<file path="config.mk">
export PLATFORM = sky130hd
export DESIGN_NAME = interleave_sequencer
export DESIGN_NICKNAME = d
export VERILOG_FILES = /design/src/rtl/phase_seq_pkg.sv /design/src/rtl/seq_phase_counter.sv /design/src/rtl/seq_slot_decoder.sv /design/src/rtl/interleave_sequencer.sv
export SDC_FILE = /design/constraint.sdc
export NUM_CORES = 1
export LEC_CHECK = 0
export BUFFER_PORTS_ARGS = -buffer_cell sky130_fd_sc_hd__buf_2
export CORE_MARGIN = 4
export CORE_UTILIZATION = 45
export CTS_CLUSTER_DIAMETER = 40
export DETAILED_ROUTE_END_ITERATION = 8
export PLACE_DENSITY = 0.76
export REMOVE_ABC_BUFFERS = 1
export SLEW_MARGIN = 25
export SYNTH_ARGS = -nofsm -noshare
export SYNTH_HDL_FRONTEND = slang
export SYNTH_SLANG_ARGS = --single-unit
export TNS_END_PERCENT = 30
</file>
<file path="constraint.sdc">
create_clock -name clk -period 6 [get_ports clk]
set_input_delay 0.6 -clock clk [delete_from_list [all_inputs] [get_ports clk]]
set_output_delay 0.6 -clock clk [all_outputs]
set_load 0.01 [all_outputs]
</file>
<file path="src/rtl/phase_seq_pkg.sv">
package phase_seq_pkg;

    // Slots that come before the bit trials, plus the one transfer slot after them
    localparam int PRE_SLOTS  = 4;
    localparam int POST_SLOTS = 1;

    typedef enum logic [2:0] {
        SLOT_REFZ  = 3'd0,
        SLOT_AZERO = 3'd1,
        SLOT_ACAL  = 3'd2,
        SLOT_SAMP  = 3'd3,
        SLOT_TRIAL = 3'd4,
        SLOT_XFER  = 3'd5
    } slot_kind_e;

    typedef struct packed {
        logic refz;
        logic azero;
        logic acal;
        logic samp;
        logic trial;
        logic xfer;
    } strobe_t;

    localparam strobe_t STROBE_IDLE = '{default: 1'b0};

    function automatic int period_of(input int sar_bits);
        return PRE_SLOTS + sar_bits + POST_SLOTS;
    endfunction

    // Classify a 0-based slot number
    function automatic slot_kind_e kind_of(input int slot, input int sar_bits);
        slot_kind_e k;
        if (slot == 0)                         k = SLOT_REFZ;
        else if (slot == 1)                    k = SLOT_AZERO;
        else if (slot == 2)                    k = SLOT_ACAL;
        else if (slot == 3)                    k = SLOT_SAMP;
        else if (slot < PRE_SLOTS + sar_bits)  k = SLOT_TRIAL;
        else                                   k = SLOT_XFER;
        return k;
    endfunction

    function automatic strobe_t strobe_of(input slot_kind_e k);
        strobe_t s;
        s = STROBE_IDLE;
        case (k)
            SLOT_REFZ:  s.refz  = 1'b1;
            SLOT_AZERO: s.azero = 1'b1;
            SLOT_ACAL:  s.acal  = 1'b1;
            SLOT_SAMP:  s.samp  = 1'b1;
            SLOT_TRIAL: s.trial = 1'b1;
            default:    s.xfer  = 1'b1;
        endcase
        return s;
    endfunction

endpackage

</file>
<file path="src/rtl/seq_phase_counter.sv">
module seq_phase_counter #(
    parameter  int PERIOD = 18,
    localparam int PH_W   = $clog2(PERIOD)
) (
    input  logic            clk,
    input  logic            rst,
    input  logic            adv,
    output logic [PH_W-1:0] phase_o
);

    localparam logic [PH_W-1:0] LAST = PH_W'(PERIOD - 1);

    logic [PH_W-1:0] phase_q;
    logic [1:0]      hist_q;

    always_ff @(posedge clk) begin
        if (rst) begin
            phase_q <= '0;
        end else if (adv) begin
            phase_q <= (phase_q == LAST) ? '0 : phase_q + 1'b1;
        end
    end

    always_ff @(posedge clk) begin
        if (rst) hist_q <= 2'b00;
        else     hist_q <= {hist_q[0], 1'b1};
    end

    assign phase_o = phase_q;

    // an enabled clock moves the phase one step forward, wrapping after PERIOD steps
    p_advance_r6: assert property (@(posedge clk) disable iff (rst)
        hist_q[1] && $past(adv) |->
            phase_q == (($past(phase_q) == LAST) ? '0 : $past(phase_q) + 1'b1));

    // a disabled clock leaves the phase where it was
    p_hold_r2: assert property (@(posedge clk) disable iff (rst)
        hist_q[1] && !$past(adv) |-> phase_q == $past(phase_q));

    p_range_r6: assert property (@(posedge clk) disable iff (rst)
        hist_q[0] |-> phase_q <= LAST);

endmodule

</file>
<file path="src/rtl/seq_slot_decoder.sv">
module seq_slot_decoder
    import phase_seq_pkg::*;
#(
    parameter  int SAR_BITS = 13,
    parameter  int SECT_ID  = 0,
    localparam int PERIOD   = PRE_SLOTS + SAR_BITS + POST_SLOTS,
    localparam int PH_W     = $clog2(PERIOD),
    localparam int IDX_W    = $clog2(SAR_BITS)
) (
    input  logic [PH_W-1:0]  phase_i,
    input  logic             en_i,
    output strobe_t          strobe_o,
    output logic [IDX_W-1:0] bit_idx_o
);

    localparam logic [PH_W-1:0] OFFSET  = PH_W'(SECT_ID);
    localparam logic [PH_W-1:0] WRAP_UP = PH_W'(PERIOD - SECT_ID);
    localparam int              TOP_IDX = SAR_BITS + PRE_SLOTS - 1;

    logic [PH_W-1:0] slot;
    slot_kind_e      kind;
    strobe_t         raw;

    // Subtract this section's offset modulo the period
    always_comb begin
        if (phase_i >= OFFSET) slot = phase_i - OFFSET;
        else                   slot = phase_i + WRAP_UP;
    end

    always_comb begin
        kind = kind_of(int'(slot), SAR_BITS);
        raw  = strobe_of(kind);
    end

    always_comb begin
        strobe_o  = en_i ? raw : STROBE_IDLE;
        bit_idx_o = '0;
        if (en_i && raw.trial) begin
            bit_idx_o = IDX_W'(TOP_IDX - int'(slot));
        end
    end

endmodule

</file>
<file path="src/rtl/interleave_sequencer.sv">
module interleave_sequencer
    import phase_seq_pkg::*;
#(
    parameter  int SAR_BITS = 13,
    localparam int N_SECT   = PRE_SLOTS + SAR_BITS + POST_SLOTS,
    localparam int PH_W     = $clog2(N_SECT),
    localparam int IDX_W    = $clog2(SAR_BITS)
) (
    input  logic                    clk,
    input  logic                    rst,
    input  logic                    en,
    output logic [N_SECT-1:0]       refz_o,
    output logic [N_SECT-1:0]       azero_o,
    output logic [N_SECT-1:0]       acal_o,
    output logic [N_SECT-1:0]       samp_o,
    output logic [N_SECT-1:0]       sar_o,
    output logic [N_SECT-1:0]       xfer_o,
    output logic [N_SECT*IDX_W-1:0] bit_idx_o
);

    logic [PH_W-1:0] phase;
    strobe_t         strobe [N_SECT];
    logic [1:0]      hist_q;

    seq_phase_counter #(.PERIOD(N_SECT)) u_phase (
        .clk     (clk),
        .rst     (rst),
        .adv     (en),
        .phase_o (phase)
    );

    for (genvar k = 0; k < N_SECT; k++) begin : g_sect
        seq_slot_decoder #(.SAR_BITS(SAR_BITS), .SECT_ID(k)) u_dec (
            .phase_i   (phase),
            .en_i      (en),
            .strobe_o  (strobe[k]),
            .bit_idx_o (bit_idx_o[k*IDX_W +: IDX_W])
        );
        assign refz_o[k]  = strobe[k].refz;
        assign azero_o[k] = strobe[k].azero;
        assign acal_o[k]  = strobe[k].acal;
        assign samp_o[k]  = strobe[k].samp;
        assign sar_o[k]   = strobe[k].trial;
        assign xfer_o[k]  = strobe[k].xfer;
    end

    always_ff @(posedge clk) begin
        if (rst) hist_q <= 2'b00;
        else     hist_q <= {hist_q[0], 1'b1};
    end

    // one sampling section per enabled clock
    p_one_sample_r7: assert property (@(posedge clk) disable iff (rst)
        en |-> $countones(samp_o) == 1);

    // the other single-slot strobes are also one-hot across sections
    p_refz_onehot_r9: assert property (@(posedge clk) disable iff (rst)
        en |-> $countones(refz_o) == 1);
    p_xfer_onehot_r9: assert property (@(posedge clk) disable iff (rst)
        en |-> $countones(xfer_o) == 1);

    // nothing fires while disabled
    p_quiet_r2: assert property (@(posedge clk) disable iff (rst)
        !en |-> (samp_o | refz_o | sar_o | xfer_o | azero_o | acal_o) == '0);

    for (genvar k = 0; k < N_SECT; k++) begin : g_chk
        localparam int NXT = (k + 1) % N_SECT;
        // the neighbour samples one enabled clock later
        p_stagger_r7: assert property (@(posedge clk) disable iff (rst)
            hist_q[1] && en && $past(en) && $past(samp_o[k]) |-> samp_o[NXT]);
        // the first trial after the sample slot is the MSB
        p_msb_first_r4: assert property (@(posedge clk) disable iff (rst)
            hist_q[1] && en && $past(en) && $past(samp_o[k]) |->
                sar_o[k] && bit_idx_o[k*IDX_W +: IDX_W] == IDX_W'(SAR_BITS - 1));
        // transfer follows the bit-0 trial
        p_xfer_after_lsb_r5: assert property (@(posedge clk) disable iff (rst)
            hist_q[1] && en && $past(en) && xfer_o[k] |->
                $past(sar_o[k]) && $past(bit_idx_o[k*IDX_W +: IDX_W]) == '0);
    end

endmodule

</file>
==> results by group <==
Run status
  • Status: finished clean

Setup path
  • Crit Path Max Fanout: 10
  • Crit path capture type: output port
  • Critical path arrival: 4060 ps
  • Critical Path, Cell by Cell: inv_1, ha_1, nor2b_1, nor3_1, xnor2_1, inv_1, ha_1, nor4_1, or4_1, or4_1, o311ai_0, or2_1, a211oi_1, buf_2
  • CP delay by family, top: simple AND/OR/NAND/NOR gates
  • Path depth of the worst reg2reg path: 7
  • Stages on worst setup path: 14
  • Worst path max stage delay: 510 ps
  • Crit start category: flop
  • Critical path buffer and inverter count: 3
  • Slowest library cell on the worst path: ha_1
  • Critical path class: flop to output port
  • CP Data Required Time: 5400 ps

STA
  • Tightest Pin Transition: 878 ps
  • Final setup viols: 0
  • Skew final: 0.608 ps
  • Hold Vio Cnt, Final: 0
  • Setup ws final: 1340 ps
  • Final period util: 0.776
  • Max frequency: 215 MHz
  • Final slew viol count: 0
  • Max-slew headroom: 0.400
  • RSZ-0062 raised after global routing: false
  • Fin crit period: 4660 ps

Placed design
  • RD Place Congestion: 0.926
  • Port bufs: 182
  • Final HPWL DP: 16.3 mm
  • Place WS: 1700 ps
  • Cell total after placement: 1302

Final layout
  • Commonest cells after routing, fill and taps aside: buf_2 (182), nor2_1 (124), ha_1 (89)
  • Commonest non-fill, non-tap cell in the layout: buf_2
  • Syn-to-layout area delta: 14.6%
  • Max reg flops: 5
  • Layout cells sized above 1: 0.216
  • Non-filler cells, final: 1306
  • Diodes inserted: 0
  • Fin nets: 1215

Floorplan
  • Die Y: 130 um
  • Core Area: 14500 um^2
  • Chip width: 130 um
  • Initial core utilization: 0.459
  • Die area: 16800 um^2
  • Row count: 44
  • Io pins: 183

Pwr
  • Peak VDD IR: 0.0686 mV
  • Pwr/cell area: 92.6 nW/um^2
  • LEAKAGE: 0.00375 uW

Routing
  • Initial DRT Pass Iterations: 6
  • Routed WL: 21.3 mm
  • Drt initial violations: 749
  • Vias per cell: 5.94
  • DRC violations left: 0
  • Wire per inst: 16.3 um
  • Via count: 7755
  • Final ANT Viol Nets: 0

Synth
  • Avg Cell Area, Syn: 6.67 um^2
  • Post-synthesis mux area share: 0.0271
  • Async SR Flop Fraction: 0
  • Post-Synthesis Cells: 996
  • Adder-Cell Fraction of Synth Area: 0.169
  • XOR/XNOR Fraction of Synth Area: 0.0998
  • Post-synth EDFFs: 0
  • Post-Syn Area: 6650 um^2
  • Post-synthesis simple-gate area fraction: 0.368
  • Sequential area share after synthesis: 0.0151
  • Post-synthesis compound-gate area fraction: 0.228
  • #FFs+latches synth: 5
  • Synth Warn #: 0
  • Synth cell types: 92
  • Largest family of logic cells by synthesized area: simple AND/OR/NAND/NOR gates
  • Ys flop type: dfxtp_1

CTS
  • CTS Buf Count: 3
  • Hold_buf cts: 0
  • Clk buf depth: 2
  • Total setup buffers inserted after CTS: 0
  • TritonCTS clock tree: built
  • Clk slew on worst S/H paths: 30 ps
  • CTS root buffer: clkbuf_16
  • CTS H-Tree Depth: 1
  • Sink Count: 5
  • CTS-repair resized insts: 0
  • Clock Latency Late Sink: 230 ps

GRT
  • Antenna violations before repair: 0
  • Global Route Usage Sum: 0.239
  • Vias in the first global route: 7027
  • Largest net degree at the start of global routing: 62
  • Global-route wire length before repair: 34.2 mm
  • Global route overflow: 0

Job
  • Maxcap violations: 0

Worst hold path
  • Hold Path Depth: 2
  • HP Class: input port to flop
-- where the power goes --
part	leakage [uW]	internal [uW]	switching, uW
registers	0.0000418	34.4	0.879
logic	0.00367	207	349
clock network	0.0000382	88.4	25.4
-- synthesized netlist by cell type (12+ instances only) --
| library cell | number | share of area |
|---|---|---|
| a211oi_1 | 12 | 0.014 |
| a21oi_1 | 54 | 0.041 |
| and2_1 | 20 | 0.019 |
| and3_1 | 18 | 0.017 |
| buf_2 | 20 | 0.015 |
| clkbuf_1 | 41 | 0.023 |
| ha_1 | 89 | 0.17 |
| inv_1 | 61 | 0.034 |
| nand2_1 | 67 | 0.038 |
| nand2b_1 | 18 | 0.017 |
| nand3_1 | 23 | 0.017 |
| nor2_1 | 124 | 0.070 |
| nor2b_1 | 23 | 0.022 |
| nor3_1 | 44 | 0.033 |
| nor3b_1 | 17 | 0.019 |
| nor4_1 | 26 | 0.024 |
| o21ai_0 | 29 | 0.022 |
| xnor2_1 | 61 | 0.080 |
-- final cells by class --
| cell class | instances | area [um^2] |
|---|---|---|
| timing repair buffer | 198 | 1030 |
| sequential | 5 | 105 |
| inverter | 65 | 244 |
| tap | 184 | 230 |
| multi-input combinational | 850 | 5930 |
| clock buffer | 4 | 78.8 |
| fill | 1480 | 6860 |
-- metrics by stage --
step | TNS, ps | power, uW | instance area, um^2 | hold slack (ps) | util
6_report | 0 | 705 | 7620 | 598 | 0.526
5_1_grt | 0 | 769 | 7620 | 614 | 0.526
4_1_cts | 0 | 704 | 7620 | 606 | 0.526
3_5_place_dp | 0 | 587 | 7540 | 765 | 0.521
3_3_place_gp | 0 | 581 | 7540 | 760 | 0.521
2_1_floorplan | -8650 | 425 | 6270 | 669 | -
-- cells by family after synthesis --
kind of cell,count (synthesis)
and+or+nand+nor,454
AOI/OAI and AO/OA,215
buffers and inverters,141
adders and majority gates,90
xor gates and xnor gates,74
muxes,17
DFF,5
-- path summary, 6_finish.rpt --
path	slack [ps]	end	startpoint
setup / recovery	1340	bit_idx_o[39]	u_phase.phase_o[2]
hold / removal	600	u_phase.phase_o[4]	rst
setup reg to reg	3460	u_phase.phase_o[3]	u_phase.phase_o[2]
hold reg to reg	780	u_phase.phase_o[1]	u_phase.phase_o[1]
-- worst reg2reg max path: cells and delay by family (launching register included) --
family,cells,cell delay (ps)
fa+ha+maj,1,780
buf+inv,2,590
simple gates,2,350
flops,1,330
xor+xnor,1,250
compound gates,1,180
-- routing by layer --
| layer | GRT usage | vias to the layer above | part of all wire |
|---|---|---|---|
| met5 | 0 | - | 0 |
| met4 | 0.0819 | 0 | 0.030 |
| met2 | 0.415 | 363 | 0.46 |
| met1 | 0.306 | 3539 | 0.43 |
| li1 | - | 3793 | - |
| met3 | 0.0309 | 60 | 0.080 |
(Power assumes the default switching activity.)
